$ cat config.mk
export PLATFORM = sky130hd
export DESIGN_NAME = circ_bitrev_agu
export DESIGN_NICKNAME = d
export VERILOG_FILES = /design/src/rtl/agu_pkg.sv /design/src/rtl/agu_bitrev.sv /design/src/rtl/agu_step.sv /design/src/rtl/circ_bitrev_agu.sv
export SDC_FILE = /design/constraint.sdc
export NUM_CORES = 1
export LEC_CHECK = 0
export BUFFER_PORTS_ARGS = -buffer_cell sky130_fd_sc_hd__buf_4
export CORE_ASPECT_RATIO = 2
export CORE_MARGIN = 3
export CORE_UTILIZATION = 65
export CTS_CLUSTER_SIZE = 28
export DETAILED_ROUTE_END_ITERATION = 10
export PLACE_DENSITY = 0.94
export SLEW_MARGIN = 0
export SYNTH_ARGS = -nofsm -noshare
export SYNTH_HDL_FRONTEND = slang
export SYNTH_SLANG_ARGS = --single-unit
$ cat constraint.sdc
create_clock -name clk -period 11.7 [get_ports clk]
set_input_delay 1.17 -clock clk [delete_from_list [all_inputs] [get_ports clk]]
set_output_delay 1.17 -clock clk [all_outputs]
set_load 0.05 [all_outputs]
$ cat src/rtl/agu_pkg.sv
package agu_pkg;
  typedef enum logic [1:0] {
    MODE_LIN  = 2'd0,
    MODE_CIRC = 2'd1,
    MODE_REV  = 2'd2,
    MODE_RSV  = 2'd3
  } agu_mode_e;

  localparam logic [2:0] SEL_PTR  = 3'd0;
  localparam logic [2:0] SEL_LO   = 3'd1;
  localparam logic [2:0] SEL_HI   = 3'd2;
  localparam logic [2:0] SEL_STEP = 3'd3;
  localparam logic [2:0] SEL_MODE = 3'd4;
  localparam logic [2:0] SEL_NB   = 3'd5;
endpackage

$ cat src/rtl/agu_bitrev.sv
module agu_bitrev #(
  parameter int AW = 16,
  parameter int NW = $clog2(AW + 1)
) (
  input  logic [AW-1:0] val,
  input  logic [NW-1:0] nbits,
  output logic [AW-1:0] result
);
  logic [AW-1:0] full_rev;
  logic [AW-1:0] low_rev;
  logic [AW-1:0] mask;
  int unsigned   n_eff;

  // Reverse all AW bits; shifting down then leaves the low n reversed.
  for (genvar i = 0; i < AW; i++) begin : g_rev
    assign full_rev[i] = val[AW-1-i];
  end

  always_comb begin
    if (nbits == '0)          n_eff = 1;
    else if (int'(nbits) > AW) n_eff = AW;
    else                      n_eff = int'(nbits);
    low_rev = full_rev >> (AW - n_eff);
    mask    = {AW{1'b1}} >> (AW - n_eff);
    result  = (val & ~mask) | (low_rev & mask);
  end
endmodule

$ cat src/rtl/agu_step.sv
module agu_step
  import agu_pkg::*;
#(
  parameter int AW = 16,
  parameter int NW = $clog2(AW + 1)
) (
  input  agu_mode_e     mode,
  input  logic [AW-1:0] ptr,
  input  logic [AW-1:0] lo,
  input  logic [AW-1:0] hi,
  input  logic [AW-1:0] step,
  input  logic [NW-1:0] nbits,
  output logic [AW-1:0] eff_addr,
  output logic [AW-1:0] ptr_next
);
  logic [AW-1:0] rev_ptr;
  logic [AW:0]   sum;
  logic [AW:0]   span;

  agu_bitrev #(.AW(AW), .NW(NW)) u_rev (
    .val    (ptr),
    .nbits  (nbits),
    .result (rev_ptr)
  );

  always_comb begin
    sum  = {1'b0, ptr} + {1'b0, step};
    span = {1'b0, hi} - {1'b0, lo} + 1'b1;
    case (mode)
      MODE_CIRC: begin
        eff_addr = ptr;
        if (sum > {1'b0, hi}) ptr_next = AW'(sum - span);
        else                  ptr_next = sum[AW-1:0];
      end
      MODE_REV: begin
        eff_addr = lo + rev_ptr;
        ptr_next = ptr + 1'b1;
      end
      default: begin
        eff_addr = ptr;
        ptr_next = sum[AW-1:0];
      end
    endcase
  end
endmodule

$ cat src/rtl/circ_bitrev_agu.sv
module circ_bitrev_agu
  import agu_pkg::*;
#(
  parameter int AW = 16,
  localparam int NW = $clog2(AW + 1)
) (
  input  logic          clk,
  input  logic          rst_n,
  input  logic          cfg_we,
  input  logic [2:0]    cfg_sel,
  input  logic [AW-1:0] cfg_wdata,
  input  logic          req_valid,
  output logic          req_ready,
  output logic          addr_valid,
  input  logic          addr_ready,
  output logic [AW-1:0] addr_out
);
  logic [AW-1:0] cur_q, lo_q, hi_q, step_q;
  logic [NW-1:0] nb_q;
  agu_mode_e     mode_q;
  logic [AW-1:0] eff_addr, ptr_next;
  logic          take;

  assign req_ready = !cfg_we && (!addr_valid || addr_ready);
  assign take      = req_valid && req_ready;

  agu_step #(.AW(AW), .NW(NW)) u_step (
    .mode     (mode_q),
    .ptr      (cur_q),
    .lo       (lo_q),
    .hi       (hi_q),
    .step     (step_q),
    .nbits    (nb_q),
    .eff_addr (eff_addr),
    .ptr_next (ptr_next)
  );

  always_ff @(posedge clk) begin
    if (!rst_n) begin
      cur_q  <= '0;
      lo_q   <= '0;
      hi_q   <= '0;
      step_q <= '0;
      nb_q   <= NW'(1);
      mode_q <= MODE_LIN;
    end else if (cfg_we) begin
      case (cfg_sel)
        SEL_PTR:  cur_q  <= cfg_wdata;
        SEL_LO:   lo_q   <= cfg_wdata;
        SEL_HI:   hi_q   <= cfg_wdata;
        SEL_STEP: step_q <= cfg_wdata;
        SEL_MODE: mode_q <= agu_mode_e'(cfg_wdata[1:0]);
        SEL_NB:   nb_q   <= cfg_wdata[NW-1:0];
        default: ;
      endcase
    end else if (take) begin
      cur_q <= ptr_next;
    end
  end

  always_ff @(posedge clk) begin
    if (!rst_n) begin
      addr_valid <= 1'b0;
      addr_out   <= '0;
    end else if (take) begin
      addr_valid <= 1'b1;
      addr_out   <= eff_addr;
    end else if (addr_ready) begin
      addr_valid <= 1'b0;
    end
  end
endmodule

==> results.json <==
{
  "status": "finished clean",
  "chipHeight_um": 164,
  "drc": 0,
  "endpoint_kind": "register",
  "max_slew.worst_pin.slew_ps": 1220,
  "wire_per_inst_um": 24.7,
  "firstDrtPassIters": 6,
  "clkSlewWorstSetupHoldPaths_ps": 70,
  "power_frac_comb": 0.341,
  "clk-insertion-delay-late_ps": 360,
  "maxCapViolations": 0,
  "drive_above_1_share": 0.0918,
  "finalHoldViolCount": 0,
  "fp.dieW_um": 85.0,
  "ctsHoldBuffers": 0,
  "ys_warn_count": 0,
  "grt_pass1_vias": 8146,
  "fin_nets": 1139,
  "area_growth_syn_to_layout_pct": 7.50,
  "fin_worst_skew_ps": 9.21,
  "crit_type": "reg2reg",
  "htreeDepth": 3,
  "ys_top_cells_by_area": "dfxtp_1 22%, ha_1 10%, nand2_1 7.8%",
  "ir_drop_mv": 0.0921,
  "startpoint_type": "register",
  "antenna_found_initial": 0,
  "dpl.hpwl_mm": 21.8,
  "seqPwrFrac": 0.339,
  "postCtsSetupBuffers": 0,
  "syn_inst": 1033,
  "cp_slowest_cell": "or3_4",
  "path_max_fanout": 16,
  "p_sw_uw": 371,
  "setup_viol": 0,
  "synth_cell_types": 81,
  "num_rows": 57,
  "clock_sinks": 88,
  "drt_iter0_drc": 786,
  "overflow": 0,
  "vias": 8332,
  "yosys_register_bits": 88,
  "yosysSeqAreaShare": 0.217,
  "crit_arrival_ps": 6010,
  "switching_share": 0.375,
  "ant_nets": 0,
  "power_density_nw_per_um2": 113,
  "initial_core_util": 0.664,
  "timing.fmax_ghz": 0.173,
  "p_leak_nw": 3.51,
  "yosysTopAreaCell": "dfxtp_1",
  "ioPinCount": 42,
  "dieArea_um2": 13900,
  "place_congestion": 1.07,
  "synth_top_area_frac": 0.217,
  "async_flop_share": 0,
  "core_um2": 12200,
  "relSlewSlack": 0.187,
  "pwr-share-clk": 0.320,
  "avgSynthCellArea_um2": 7.84,
  "synth_edf_count": 0,
  "synthesis.nets": 1142,
  "cts_tree": "done",
  "fin_tns_setup_ps": 0,
  "netlist_area_um2": 8100,
  "drt-total-wl_mm": 29.3,
  "yosys_most_used_dff": "dfxtp_1",
  "ctsResizeCount": 0,
  "cp.required_ps": 11940,
  "vias_per_cell": 7.04,
  "grt_pass1_wl_mm": 44.1,
  "cts_root_buf": "clkbuf_16",
  "report.final.slew_viol_count": 0,
  "crit_chain": "or3_4 > a21oi_4 > inv_4 > ha_1 > o21ai_0 > ha_1 > a21o_1 > nor2_2 > a22o_1 > a211oi_1 > o21bai_1 > mux2_2 > o21ai_2 > ha_1 > fa_1 > a21oi_1 > o211ai_1 > o21bai_1 > a21boi_0 > o31ai_1 > mux2_2 > nand2_1 > a31oi_1",
  "post_dp_cell_area_um2": 8390,
  "cts_buffer_depth": 2,
  "power.internal_uw": 618,
  "fin_area_um2": 8710,
  "fin_crit_sh": 0.493,
  "hp-class": "reg2reg",
  "finalCriticalPeriod_ps": 5770,
  "io_buffers": 41,
  "cts-buffers-inserted": 9,
  "grt_max_degree": 93,
  "grt_setup_unrepaired": "false",
  "track_usage": 0.419,
  "cp_common_cell": "ha_1",
  "slowest_delay_ps": 430
}
[sequential cells by signal, indices dropped and copies added (netlist names)]
signal and count:
addr_valid 1, cur_q 16, nb_q 5, step_q 16
mode_q 2, addr_out 16, lo_q 16, hi_q 16
[area by class of cell]
class | count | area, µm²
fillers | 1005 | 3480
clock inverters | 5 | 63.8
repair buffers | 47 | 353
clock buffers | 11 | 253
inverters | 39 | 149
flip-flops and latches | 88 | 1760
multi-input cells | 845 | 5940
well taps | 147 | 184
diodes | 1 | 2.50
[per-stage QoR]
| stage | util | hold slack [ps] | setup slack (ps) | cells | power, mW |
|---|---|---|---|---|---|
| 5_1_grt | 0.714 | 482 | 5550 | 1182 | 1.02 |
| 6_report | 0.714 | 469 | 5930 | 1183 | 0.989 |
| 3_3_place_gp | 0.688 | 453 | 6160 | 1166 | 0.656 |
| 4_1_cts | 0.714 | 469 | 6030 | 1182 | 0.971 |
| 2_1_floorplan | - | 443 | 6840 | 1033 | 0.563 |
| 3_5_place_dp | 0.688 | 460 | 6040 | 1166 | 0.661 |
[worst max-delay path, delay by kind of cell (launching register included)]
family / cells / cell delay [ps]
flops: 1 / 340
simple gates: 3 / 650
fa+ha+maj: 4 / 1190
buf+inv: 1 / 140
mux: 2 / 590
compound gates: 13 / 2740
[Yosys cell counts (20+ instances only)]
cell	n
mux2i_1	24
o211ai_1	20
inv_1	38
nand2_1	169
a31oi_1	20
xnor2_1	31
a21boi_0	52
nor2_1	44
o21ai_0	56
clkbuf_1	45
nand3_1	24
dfxtp_1	88
a21oi_1	60
ha_1	67
[per-layer routing]
layer | up-vias | GRT usage | wire length, µm
li1 | 3722 | - | -
met1 | 3833 | 0.403 | 9070
met2 | 525 | 0.725 | 14600
met3 | 252 | 0.0889 | 2420
met4 | 0 | 0.383 | 3150
met5 | - | 0 | 0
[power groups by stage]
stage | logic (mW) | registers, mW | clock network (mW)
2_1_floorplan | 0.225 | 0.338 | 0
3_3_place_gp | 0.316 | 0.340 | 0
3_5_place_dp | 0.321 | 0.340 | 0
4_1_cts | 0.323 | 0.333 | 0.315
5_1_grt | 0.361 | 0.336 | 0.324
6_report | 0.337 | 0.335 | 0.316
[layout by cell type, fill, tap and decap left out, drive strengths merged, types with 7 or more instances in the layout]
cell type	netlist	routed
a211oi	15	15
a21boi	52	52
a21o	14	14
a21oi	61	61
a31oi	21	21
and3	12	12
buf	15	47
clkbuf	46	11
dfxtp	88	88
fa	18	18
ha	67	67
inv	39	40
mux2	8	8
mux2i	24	24
nand2	171	171
nand2b	16	16
nand3	24	24
nand3b	14	14
nand4	10	10
nor2	45	45
nor2b	18	18
nor3	15	15
o211a	12	12
o211ai	20	20
o21a	14	14
o21ai	58	58
o31ai	7	7
xnor2	31	31
xor2	17	17
[path summary, 6_finish.rpt]
check / from / to / slack (ps) / cells past startpoint
min: hi_q[15]$_SDFFE_PN0P_ / hi_q[15]$_SDFFE_PN0P_ / 470 / 2
max: nb_q[1]$_SDFFE_PN0P_ / addr_out[14]$_SDFFE_PN0P_ / 5930 / 23
min reg2reg: hi_q[15]$_SDFFE_PN0P_ / hi_q[15]$_SDFFE_PN0P_ / 470 / 2
max reg2reg: nb_q[1]$_SDFFE_PN0P_ / addr_out[14]$_SDFFE_PN0P_ / 5930 / 23
[cells by family (layout without fill, tap and decap cells)]
kind of cell,Yosys count,count (layout),synth area share
AO/OA/AOI/OAI,328,328,0.282
XOR/XNOR,49,49,0.0547
adder cells (fa/ha/maj),85,85,0.148
buffers and inverters,100,102,0.0489
flip-flops,88,88,0.217
multiplexers,33,33,0.0445
other,0,1,0
AND/OR/NAND/NOR,350,350,0.204
(Power assumes the default switching activity.)
